### src/rtl/rhb_pkg.sv
package rhb_pkg;
    typedef enum logic [1:0] {
        ST_IDLE,
        ST_COMMIT,
        ST_SQUASH,
        ST_FLUSH
    } walk_state_t;
endpackage

### src/rtl/rhb_ring.sv
module rhb_ring #(
    parameter int DEPTH = 8,
    parameter int W     = 27
) (
    input  logic         clk,
    input  logic         rst_n,
    input  logic         push_en,
    input  logic [W-1:0] push_rec,
    input  logic         pop_old,
    input  logic         pop_young,
    output logic [W-1:0] old_rec,
    output logic [W-1:0] young_rec,
    output logic         empty,
    output logic         full
);
    localparam int PW = (DEPTH > 1) ? $clog2(DEPTH) : 1;
    localparam int CW = $clog2(DEPTH + 1);
    localparam logic [PW-1:0] LAST = PW'(DEPTH - 1);

    logic [W-1:0]  mem [DEPTH];
    logic [PW-1:0] rd_ptr, wr_ptr, young_ptr;
    logic [CW-1:0] cnt;

    function automatic logic [PW-1:0] inc_ptr(input logic [PW-1:0] p);
        return (p == LAST) ? '0 : p + PW'(1);
    endfunction

    function automatic logic [PW-1:0] dec_ptr(input logic [PW-1:0] p);
        return (p == '0) ? LAST : p - PW'(1);
    endfunction

    always_ff @(posedge clk) begin
        if (push_en) mem[wr_ptr] <= push_rec;
    end

    always_ff @(posedge clk or negedge rst_n) begin
        if (!rst_n) begin
            rd_ptr <= '0;
            wr_ptr <= '0;
            cnt    <= '0;
        end else begin
            if (push_en)        wr_ptr <= inc_ptr(wr_ptr);
            else if (pop_young) wr_ptr <= dec_ptr(wr_ptr);
            if (pop_old)        rd_ptr <= inc_ptr(rd_ptr);
            if (push_en && !(pop_old || pop_young))      cnt <= cnt + CW'(1);
            else if (!push_en && (pop_old || pop_young)) cnt <= cnt - CW'(1);
        end
    end

    assign young_ptr = dec_ptr(wr_ptr);
    assign old_rec   = mem[rd_ptr];
    assign young_rec = mem[young_ptr];
    assign empty     = (cnt == '0);
    assign full      = (cnt == CW'(DEPTH));

    // a full ring never takes a write
    assert_no_push_full_R1: assert property (@(posedge clk) disable iff (!rst_n)
        full |-> !push_en);
    // popping happens only when records exist, from one end at a time
    assert_no_pop_empty_R9: assert property (@(posedge clk) disable iff (!rst_n)
        (pop_old || pop_young) |-> (!empty && !(pop_old && pop_young)));
endmodule

### src/rtl/rhb_ctrl.sv
module rhb_ctrl
    import rhb_pkg::*;
#(
    parameter int SEQ_W    = 8,
    parameter int AREG_W   = 5,
    parameter int PREG_W   = 7,
    parameter int NUM_PHYS = 96,
    parameter int W        = SEQ_W + AREG_W + 2 * PREG_W
) (
    input  logic              clk,
    input  logic              rst_n,
    input  logic              push_valid,
    input  logic              commit_valid,
    input  logic [SEQ_W-1:0]  commit_seq,
    input  logic              commit_squash,
    input  logic              squash_valid,
    input  logic [SEQ_W-1:0]  squash_seq,
    input  logic              flush_valid,
    input  logic [W-1:0]      old_rec,
    input  logic [W-1:0]      young_rec,
    input  logic              empty,
    input  logic              full,
    output logic              push_en,
    output logic              push_ok,
    output logic              pop_old,
    output logic              pop_young,
    output logic              busy,
    output logic              map_wr_en,
    output logic [AREG_W-1:0] map_wr_areg,
    output logic [PREG_W-1:0] map_wr_preg,
    output logic              free_en,
    output logic [PREG_W-1:0] free_preg,
    output logic              ready_en,
    output logic [PREG_W-1:0] ready_preg
);
    localparam int LOW_W = AREG_W + 2 * PREG_W;

    walk_state_t       state, state_nx;
    logic [SEQ_W-1:0]  limit_q, limit_nx;
    logic [SEQ_W-1:0]  o_seq, y_seq;
    logic [LOW_W-1:0]  sel_low;
    logic [AREG_W-1:0] s_areg;
    logic [PREG_W-1:0] s_new, s_prev;
    logic              flush_go, squash_go, commit_go;
    logic              step, commit_step, undo_step;

    assign o_seq = old_rec[W-1 -: SEQ_W];
    assign y_seq = young_rec[W-1 -: SEQ_W];
    assign sel_low = (state == ST_COMMIT) ? old_rec[LOW_W-1:0] : young_rec[LOW_W-1:0];
    assign {s_areg, s_new, s_prev} = sel_low;

    assign flush_go  = flush_valid && !empty;
    assign squash_go = !flush_valid && squash_valid && !empty && (y_seq > squash_seq);
    assign commit_go = !flush_valid && !squash_valid && commit_valid && !commit_squash
                       && !empty && (o_seq <= commit_seq);

    always_comb begin
        step = 1'b0;
        unique case (state)
            ST_COMMIT: step = !empty && (o_seq <= limit_q);
            ST_SQUASH: step = !empty && (y_seq > limit_q);
            ST_FLUSH:  step = !empty;
            default:   step = 1'b0;
        endcase
    end

    always_comb begin
        state_nx = state;
        limit_nx = limit_q;
        unique case (state)
            ST_IDLE: begin
                if (flush_go) begin
                    state_nx = ST_FLUSH;
                end else if (squash_go) begin
                    state_nx = ST_SQUASH;
                    limit_nx = squash_seq;
                end else if (commit_go) begin
                    state_nx = ST_COMMIT;
                    limit_nx = commit_seq;
                end
            end
            default: if (!step) state_nx = ST_IDLE;
        endcase
    end

    always_ff @(posedge clk or negedge rst_n) begin
        if (!rst_n) begin
            state   <= ST_IDLE;
            limit_q <= '0;
        end else begin
            state   <= state_nx;
            limit_q <= limit_nx;
        end
    end

    always_comb begin
        busy        = (state != ST_IDLE);
        push_ok     = !busy && !full && !flush_valid && !squash_valid;
        push_en     = push_ok && push_valid;
        commit_step = step && (state == ST_COMMIT);
        undo_step   = step && (state != ST_COMMIT);
        pop_old     = commit_step;
        pop_young   = undo_step;
        free_en     = step;
        free_preg   = commit_step ? s_prev : (undo_step ? s_new : '0);
        map_wr_en   = undo_step;
        map_wr_areg = undo_step ? s_areg : '0;
        map_wr_preg = undo_step ? s_prev : '0;
        ready_en    = undo_step && (int'(s_new) >= NUM_PHYS);
        ready_preg  = ready_en ? s_new : '0;
    end

    // retiring never touches the map
    assert_commit_no_map_R5: assert property (@(posedge clk) disable iff (!rst_n)
        (state == ST_COMMIT) |-> !map_wr_en);
    // ready strobes only for registers above the file, alongside an undo
    assert_ready_misc_R3: assert property (@(posedge clk) disable iff (!rst_n)
        ready_en |-> (map_wr_en && free_en && int'(ready_preg) >= NUM_PHYS));
    // a stale commit in idle does not start a walk
    assert_stale_ignored_R6: assert property (@(posedge clk) disable iff (!rst_n)
        (!busy && !flush_valid && !squash_valid && commit_valid && !empty
         && (o_seq > commit_seq)) |=> !busy);
    // a flush ends once the ring is drained
    assert_flush_drains_R8: assert property (@(posedge clk) disable iff (!rst_n)
        (state == ST_FLUSH && empty) |=> !busy);
    // no record is stored during a walk
    assert_push_refused_busy_R9: assert property (@(posedge clk) disable iff (!rst_n)
        busy |-> !push_en);
endmodule

### src/rtl/rename_hist_buf.sv
module rename_hist_buf #(
    parameter int DEPTH    = 8,
    parameter int SEQ_W    = 8,
    parameter int AREG_W   = 5,
    parameter int PREG_W   = 7,
    parameter int NUM_PHYS = 96
) (
    input  logic              clk,
    input  logic              rst_n,
    input  logic              push_valid,
    input  logic [SEQ_W-1:0]  push_seq,
    input  logic [AREG_W-1:0] push_areg,
    input  logic [PREG_W-1:0] push_new_preg,
    input  logic [PREG_W-1:0] push_prev_preg,
    output logic              push_ok,
    input  logic              commit_valid,
    input  logic [SEQ_W-1:0]  commit_seq,
    input  logic              commit_squash,
    input  logic              squash_valid,
    input  logic [SEQ_W-1:0]  squash_seq,
    input  logic              flush_valid,
    output logic              busy,
    output logic              empty,
    output logic              full,
    output logic              map_wr_en,
    output logic [AREG_W-1:0] map_wr_areg,
    output logic [PREG_W-1:0] map_wr_preg,
    output logic              free_en,
    output logic [PREG_W-1:0] free_preg,
    output logic              ready_en,
    output logic [PREG_W-1:0] ready_preg
);
    localparam int REC_W = SEQ_W + AREG_W + 2 * PREG_W;

    logic [REC_W-1:0] old_rec, young_rec, push_rec;
    logic             push_en, pop_old, pop_young;

    assign push_rec = {push_seq, push_areg, push_new_preg, push_prev_preg};

    rhb_ring #(.DEPTH(DEPTH), .W(REC_W)) u_ring (
        .clk       (clk),
        .rst_n     (rst_n),
        .push_en   (push_en),
        .push_rec  (push_rec),
        .pop_old   (pop_old),
        .pop_young (pop_young),
        .old_rec   (old_rec),
        .young_rec (young_rec),
        .empty     (empty),
        .full      (full)
    );

    rhb_ctrl #(
        .SEQ_W(SEQ_W), .AREG_W(AREG_W), .PREG_W(PREG_W),
        .NUM_PHYS(NUM_PHYS), .W(REC_W)
    ) u_ctrl (
        .clk           (clk),
        .rst_n         (rst_n),
        .push_valid    (push_valid),
        .commit_valid  (commit_valid),
        .commit_seq    (commit_seq),
        .commit_squash (commit_squash),
        .squash_valid  (squash_valid),
        .squash_seq    (squash_seq),
        .flush_valid   (flush_valid),
        .old_rec       (old_rec),
        .young_rec     (young_rec),
        .empty         (empty),
        .full          (full),
        .push_en       (push_en),
        .push_ok       (push_ok),
        .pop_old       (pop_old),
        .pop_young     (pop_young),
        .busy          (busy),
        .map_wr_en     (map_wr_en),
        .map_wr_areg   (map_wr_areg),
        .map_wr_preg   (map_wr_preg),
        .free_en       (free_en),
        .free_preg     (free_preg),
        .ready_en      (ready_en),
        .ready_preg    (ready_preg)
    );
endmodule

### config.mk
export PLATFORM = sky130hd
export DESIGN_NAME = rename_hist_buf
export DESIGN_NICKNAME = d
export VERILOG_FILES = /design/src/rtl/rhb_pkg.sv /design/src/rtl/rhb_ring.sv /design/src/rtl/rhb_ctrl.sv /design/src/rtl/rename_hist_buf.sv
export SDC_FILE = /design/constraint.sdc
export NUM_CORES = 1
export LEC_CHECK = 0
export BUFFER_PORTS_ARGS = -buffer_cell sky130_fd_sc_hd__buf_2
export CORE_MARGIN = 1
export CORE_UTILIZATION = 45
export DETAILED_ROUTE_END_ITERATION = 8
export SETUP_SLACK_MARGIN = 0.5
export SYNTH_ARGS = -nofsm -noshare
export SYNTH_HDL_FRONTEND = slang
export SYNTH_SLANG_ARGS = --single-unit
### constraint.sdc
create_clock -name clk -period 6.06 [get_ports clk]
set_input_delay 0.606 -clock clk [delete_from_list [all_inputs] [get_ports clk]]
set_output_delay 0.606 -clock clk [all_outputs]
set_load 0.01 [all_outputs]
==> results by stage, run 1 <==
Run status:
- The run finished with clean final reports.

Floorplanning:
- The initial core utilization is 46.1%.
- The die is 160 µm wide.
- The die is 160 µm tall.
- The area of the die is 25600 µm².
- The core region is 24400 µm².
- The number of placed I/O pins is 83.
- The floorplan has 57 rows.

Synthesis:
- In this run, distinct cell masters in the synthesized netlist total 50.
- The synthesized netlist devotes 3.86% of its cell area to simple gates.
- The cell count after synthesis came out at 679.
- The largest family of logic cells by synthesized area is multiplexers.
- For this run, the number of Yosys warnings is 0.
- The portion of synthesized area spent on multiplexers is 18.8%.
- Counting flops and latches in the post-synthesis netlist gives 236.
- In the synthesized netlist the dominant register cell turns out to be sky130_fd_sc_hd__edfxtp_1.
- The share of Yosys cell area claimed by the top area cell type is 57.7%.
- Sequential cells were found to cover 62.2% of the synthesized design area.
- Each instance of the synthesized netlist takes up on average 16.6 µm².
- The biggest area contributor in the post-synthesis netlist is sky130_fd_sc_hd__edfxtp_1.
- The xor/xnor share of the synthesized area is 0.312%.
- The area of the mapped netlist is 11200 µm².
- By area the synthesized netlist is led by sky130_fd_sc_hd__edfxtp_1, sky130_fd_sc_hd__mux4_2, sky130_fd_sc_hd__ha_1.
- The number of nets handed over by synthesis was 776.
- The fraction of the mapped netlist area in adder cells is 5.30%.
- The async set or reset register ratio after synthesis is 8.47%.
- The share of the synthesized area in compound gates (AO/OA/AOI/OAI) is 6.88%.
- By instance count, the leading cell after synthesis is sky130_fd_sc_hd__edfxtp_1.
- The number of synthesized flops with an enable pin is 216.
- Sorting the synthesized cells by how often they occur yields sky130_fd_sc_hd__edfxtp_1, sky130_fd_sc_hd__mux4_2, sky130_fd_sc_hd__mux2i_1.

Placed design:
- The placer congestion estimate is 0.859.
- During placement, the flow inserted port buffers numbering 82.
- Detailed placement finished with a half-perimeter wire length of 16700 µm.

Global route:
- The global-route wire length before repair is 40400 µm.
- The number of global-route vias before repair is 7042.
- The number of antenna violations at the first check in global routing came to 2.
- After global routing the overflow that remains totals 0.
- Global routing used 20.8% of the available tracks across all layers.
- The pin count of the biggest net entering global routing is 33.

Power:
- The leakage power is 4.77 nW.
- Power spread over the standard cell area amounts to 519 nW/µm².
- Power comes to 6.73 mW.
- The peak supply drop is 0.000250 V.

STA:
- The final hold violation count is 0.
- Setup repair after global routing left no endpoint under its margin.
- The final critical path time including I/O delays and setup is 5.21 ns.
- The accumulated negative setup slack is 0 ns.
- The worst clock skew is 0.0238 ns.
- The final clock period utilization by the worst path is 86.0%.
- Setup violations remaining at the end of the flow were counted as 0.
- The count of final max-slew check failures came to 0.
- The pin slew with the least headroom to its limit is 1.18 ns.
- The achievable frequency is 192 MHz.
- The worst pin sits at a relative slew slack of 20.9%.

Setup path:
- The start-to-end type of the worst setup path is reg2out.
- The data required time of the critical path is 5.45 ns.
- The nature of the critical path endpoint is a primary output.
- The highest-delay cell along the critical path is sky130_fd_sc_hd__mux4_2.
- The largest single stage delay on the critical path is 0.51 ns.
- At the worst endpoint, the arrival time is 4.61 ns.
- The critical path goes through inv_1 -> ha_1 -> ha_4 -> nor2_4 -> buf_12 -> mux4_2 -> a21o_1 -> ha_1 -> nand4_1 -> nand2b_1 -> a21o_1 -> a311oi_4 -> o21ai_2 -> or3_4 -> nor2_2 -> buf_2.
- The worst setup path is launched from a flip-flop.
- In this run the worst path has a maximum fanout of 11.

Finish:
- Summing all multi-input logic gate instances after layout gives 4030 µm².
- The growth of design area from synthesis to finish is 15.3%.
- The total number of nets in the final design is 873.
- The proportion of layout cells with a drive suffix above 1 is 31.2%.
- Fill cells in the final layout number 1995.
- The area of all sequential standard cells is 6990 µm².

CTS:
- The longest clock path from root to sink contains 3 buffers.
- In this run the clock root is driven by a sky130_fd_sc_hd__clkbuf_16.
- The register clock-pin slew on the reported worst setup and hold paths is 0.06 ns.
- The total CTS buffers is 25.
- Clock latency on the worst-skew pair, taken at its later pin, is 0.54 ns.
- Clock tree synthesis found a total of 236 sinks.
- The CTS tree is yes.
- The maximum level of the CTS H-tree is 1.

Route:
- The via density per instance is 5.88.
- The remaining antenna violation count is 0.
- Dividing the detail-routed wire length by the instance count gives 23.1 µm.
- The sum of routed wire length over all layers is 25900 µm.
- The number of iterations in the first detailed-routing pass is 5.
- For this block, the via count after detailed routing is 6596.
- The number of design-rule violations left by the first detailed-router iteration is 566.
- The DRC violations left is 0.

Hold path:
- The classification of the worst-slack hold path is in2async.

Flow run:
- Max-cap violations in this run came to 0.
layout make-up:
| type | instances | area share [%] |
|---|---|---|
| timing repair buffer | 106 | 4.65 |
| sequential | 236 | 53.9 |
| tap | 324 | 3.13 |
| clock inverter | 21 | 1.30 |
| multi-input combinational | 371 | 31.1 |
| clock buffer | 25 | 4.83 |
| inverter | 36 | 1.04 |
| antenna | 2 | 0.0386 |
metrics by stage:
step	hold WS [ns]	setup slack [ns]	cell area, µm²	utilization, %	instances
6_report	0.0648	0.847	13000	53.1	1121
5_1_grt	0.0803	0.610	13000	53.1	1120
4_1_cts	0.0503	0.511	12900	53.1	1119
3_5_place_dp	0.488	0.685	12100	49.6	1070
3_3_place_gp	0.477	0.982	12100	49.6	1070
2_1_floorplan	0.310	0.714	11200	-	679
path summary, 6_finish.rpt:
check	from	slack, ns	end	cells past startpoint
hold / removal	rst_n	0.06	u_ring.wr_ptr[0]	1
setup reg to reg	u_ring.rd_ptr[1]	1.14	u_ring.cnt[3]	17
min in group clk	push_areg[2]	0.34	u_ring.mem[7][16]	1
max in group asynchronous	rst_n	5.58	u_ring.rd_ptr[0]	1
hold reg to reg	u_ring.cnt[3]	0.50	u_ring.cnt[3]	1
setup / recovery	u_ring.wr_ptr[1]	0.85	ready_preg[0]	16
cell usage in the layout, fill, tap and decap left out, drive strengths merged, types with 4 or more instances in the layout:
cell type | synthesis | final
inv | 36 | 39
dfrtp | 20 | 20
buf | 20 | 106
a21oi | 24 | 24
edfxtp | 216 | 216
clkbuf | 17 | 25
a221oi | 12 | 12
o211ai | 4 | 4
ha | 46 | 46
nand2 | 12 | 12
mux4 | 64 | 64
nor4 | 4 | 4
a211oi | 27 | 27
clkinv | 0 | 16
nor3 | 5 | 5
mux2 | 13 | 13
a21o | 11 | 11
a22oi | 11 | 11
nand4 | 8 | 8
o21ai | 10 | 10
nor2 | 26 | 27
nor2b | 12 | 12
mux2i | 52 | 52
cells by family after synthesis:
family	count (synthesis)
xor gates and xnor gates	4
DFF	236
AOI/OAI and AO/OA	110
muxes	129
and+or+nand+nor	80
buffers and inverters	73
adders and majority gates	47
state kept, by name, summed over array words and instances (netlist names):
signal and flops:
u_ring.rd_ptr 3, u_ring.mem 216, u_ctrl.limit_q 8, u_ctrl.state 2, u_ring.wr_ptr 3, u_ring.cnt 4
what timing repair did:
| action | CTS | global route |
|---|---|---|
| hold endpoints to repair | 0 | 0 |
| pin swaps | 1 | 0 |
| gates cloned | 1 | 0 |
| setup endpoints to repair | 18 | 8 |
| setup buffers | 2 | 0 |
| hold buffers | 0 | 0 |
| resized for setup | 1 | 3 |
routing by layer:
layer | global-route usage (%) | vias up | share of wire, %
met1 | 27.5 | 3343 | 42
met4 | 6.45 | 0 | 2.7
met2 | 35.4 | 243 | 49
met3 | 3.14 | 56 | 5.6
li1 | - | 2954 | -
met5 | 0 | - | 0
worst max-delay path: cells and delay by family (launching register included):
| family | cells | cell delay, ns |
|---|---|---|
| and+or+nand+nor | 5 | 1.04 |
| AOI/OAI and AO/OA | 4 | 0.95 |
| adders and majority gates | 3 | 0.72 |
| muxes | 1 | 0.51 |
| DFF | 1 | 0.48 |
| buffers and inverters | 3 | 0.36 |
where the power goes:
part | leakage [nW] | switching [mW] | total [mW] | internal [mW]
clock network | 0.395 | 0.621 | 1.47 | 0.844
logic | 2.20 | 1.78 | 3.24 | 1.45
registers | 2.17 | 0.151 | 2.03 | 1.88
Power figures use the tool's default switching activity.
==> run 2, diff against run 1 <==
--- a/config.mk
+++ b/config.mk
@@ -7,8 +7,9 @@
 export LEC_CHECK = 0
 export BUFFER_PORTS_ARGS = -buffer_cell sky130_fd_sc_hd__buf_2
 export CORE_MARGIN = 1
-export CORE_UTILIZATION = 45
+export CORE_UTILIZATION = 56
 export DETAILED_ROUTE_END_ITERATION = 8
+export PLACE_DENSITY = 0.75
 export SETUP_SLACK_MARGIN = 0.5
 export SYNTH_ARGS = -nofsm -noshare
 export SYNTH_HDL_FRONTEND = slang
==> results by stage, run 2 (same netlist as run 1, synthesis figures left out) <==
Run status:
- The flow ran to the end, and the final reports show no timing, DRC or antenna violations.

CTS:
- The maximum level of the CTS H-tree is 1.
- The source-to-sink clock delay at the later pin of the worst-skew pair is 0.51 ns.
- The clock drives 236 sinks.
- The CTS tree is yes.
- After clock tree synthesis, the clock-pin slew on the worst setup and hold paths is 0.06 ns.
- The total CTS buffers is 25.
- No sink is reached through more buffers than the 3 on the longest clock path.
- The clock root buffer is sky130_fd_sc_hd__clkbuf_16.

Global route:
- The number of global-route vias before repair is 6733.
- The met2 usage in global routing is 41.6%.
- The overall fraction of global-route tracks in use is 25.2%.
- The pin count of the biggest net entering global routing is 36.
- The number of antenna violations at the first check in global routing is 1.
- The global-route track usage on met1 is 34.3%.
- Global routing finished with a remaining overflow of 0.
- The met3 layer usage reported by global route is 4.43%.
- The global routing stage identified its most utilized layer as met2.
- The global-route wire length before repair is 38300 µm.

STA:
- The worst clock skew is 0.00843 ns.
- Setup total negative slack on the finished layout was measured at 0 ns.
- The worst path uses 87.1% of the clock period.
- The count of final setup violators is 0.
- Setup repair after global routing left no endpoint under its margin.
- For the pin with the worst max-slew slack, the measured transition is 1.15 ns.
- For this run, the top clock speed supported by timing is 189 MHz.
- The max-slew headroom at the worst pin is 23.0%.
- The final hold violation count is 0.
- The count of final max-slew check failures is 0.
- The final critical path time including I/O delays and setup is 5.28 ns.

Route:
- After detailed routing, the number of vias per cell comes to 6.21.
- In the final routed layout, each cell accounts on average for 23.6 µm.
- For this run, design rule violations remaining after detail routing come to 0.
- The sum of routed wire length over all layers is 25000 µm.
- The via total after detailed routing is 6569.
- The number of iterations in the first detailed-routing pass is 5.
- The remaining antenna violation count is 0.
- For this block, the initial DRC count from the detailed router was 524.

Setup path:
- For the worst setup path, the data arrival time is 4.68 ns.
- Tracing the worst setup path back leads to its startpoint at u_ring.wr_ptr[2].
- The nature of the critical path endpoint is a primary output.
- The startpoint identified for the worst register-to-register timing path is u_ring.wr_ptr[2].
- By startpoint and endpoint, the worst setup path is classified as reg2out.
- The maximum fanout along the worst path is 11.
- STA puts the critical path data required time at 5.45 ns.
- The startpoint class of the critical path is a flip-flop.

Floorplanning:
- The width of the die is 144 µm.
- The area of the die is 20600 µm².
- The die is 144 µm tall.
- The initial core utilization is 57.4%.
- After floorplanning, the core was sized to cover 19600 µm².
- The number of placed I/O pins is 83.
- The total number of placement rows is 51.

Finish:
- The area growth from synthesis to layout is 14.2%.
- The number of flip-flops under the largest register name is 216.
- Fill cells in the final layout number 1356.
- The total number of nets in the final design is 871.
- The most frequent standard cell in the layout excluding fill and tap cells is sky130_fd_sc_hd__edfxtp_1.
- Leaving out fill and tap cells, the most frequent cells in the layout are sky130_fd_sc_hd__edfxtp_1, sky130_fd_sc_hd__buf_2, sky130_fd_sc_hd__mux4_2, sky130_fd_sc_hd__mux2i_1, sky130_fd_sc_hd__ha_1.
- The largest registers in the layout are u_ring.mem x216, u_ctrl.limit_q x8, u_ring.cnt x4.
- The proportion of layout cells with a drive suffix above 1 is 30.7%.
- The register name with the most flops is u_ring.mem.

Flow run:
- The tool flagged a number of max-cap violations equal to 0.

Power:
- The leakage power is 4.73 nW.
- Power spread over the standard cell area amounts to 520 nW/µm².
- The worst-case IR drop observed on VDD is 0.000300 V.
- Total power for the finished layout comes to 6.68 mW.

Placed design:
- The count of buffers from port buffering is 82.
- The half-perimeter wire length after detailed placement is 16000 µm.
- The placer congestion estimate is 0.930.

Hold path:
- The worst hold path belongs to the class in2async.
-- run 2: changes by cell type in the layout (fill, tap and decap cells not counted), sizes merged --
cell,delta
clkinv,-6
clkbuf,+5
buf,-2
inv,-1
clkinvlp,+1
diode,-1
-- run 2: worst paths after layout --
check | cells past startpoint | endpoint | slack [ns]
worst max-delay path | 15 | ready_preg[4] | 0.78
worst min-delay path | 1 | u_ctrl.limit_q[3] | 0.05
worst max register to register | 19 | u_ring.cnt[3] | 1.24
worst min register to register | 1 | u_ring.cnt[3] | 0.49
max in group asynchronous | 1 | u_ring.wr_ptr[1] | 5.64
min in group clk | 1 | u_ring.mem[6][23] | 0.35
-- run 2: final cells by class --
| type | instances | area, µm² | area share [%] |
|---|---|---|---|
| antenna | 1 | 2.50 | 0.0195 |
| clock buffer | 30 | 644 | 5.02 |
| clock inverter | 15 | 128 | 0.994 |
| inverter | 36 | 135 | 1.05 |
| multi-input combinational | 371 | 4020 | 31.3 |
| sequential | 236 | 6990 | 54.4 |
| tap | 265 | 332 | 2.58 |
| timing repair buffer | 104 | 588 | 4.58 |
-- run 2: routing by layer --
metal	routed length, µm	part of all wire (%)
met3	1330	5.3
met2	12400	50
met1	10700	43
met5	0	0
met4	507	2.0
-- run 2: repair_timing --
action | 4_1_cts | 5_1_grt
buffers inserted | 2 | 0
pin swaps | 1 | 0
endpoints found under the setup margin | 8 | 8
hold buffers | 0 | 0
resized for setup | 1 | 2
gates cloned | 1 | 0
-- run 2: worst max-delay path, cell delays in order (launching register included) --
cell	delay [ns]
sky130_fd_sc_hd__dfrtp_1	0.54
sky130_fd_sc_hd__inv_1	0.20
sky130_fd_sc_hd__ha_4	0.23
sky130_fd_sc_hd__nor2_4	0.13
sky130_fd_sc_hd__buf_12	0.16
sky130_fd_sc_hd__mux4_2	0.50
sky130_fd_sc_hd__a21o_1	0.21
sky130_fd_sc_hd__ha_1	0.32
sky130_fd_sc_hd__nand4_1	0.12
sky130_fd_sc_hd__nand2b_1	0.16
sky130_fd_sc_hd__a21o_1	0.18
sky130_fd_sc_hd__a311oi_4	0.41
sky130_fd_sc_hd__o21ai_2	0.12
sky130_fd_sc_hd__or3_1	0.58
sky130_fd_sc_hd__nor2_2	0.14
sky130_fd_sc_hd__buf_2	0.15
-- run 2: report_power, final --
group	switching, mW	internal [mW]	total [mW]
clock network	0.595	0.842	1.44
registers	0.151	1.88	2.03
logic	1.76	1.45	3.21
-- run 2: per-stage QoR --
stage | hold slack, ns | area [µm²] | instances | worst slack (ns) | utilization (%)
after global placement | 0.477 | 12000 | 1009 | 1.06 | 61.3
after global routing | 0.0672 | 12800 | 1057 | 0.503 | 65.5
after detailed placement | 0.484 | 12000 | 1009 | 0.849 | 61.3
after floorplan | 0.310 | 11200 | 679 | 0.714 | -
final | 0.0510 | 12800 | 1058 | 0.779 | 65.5
after CTS | 0.0506 | 12800 | 1057 | 0.665 | 65.5
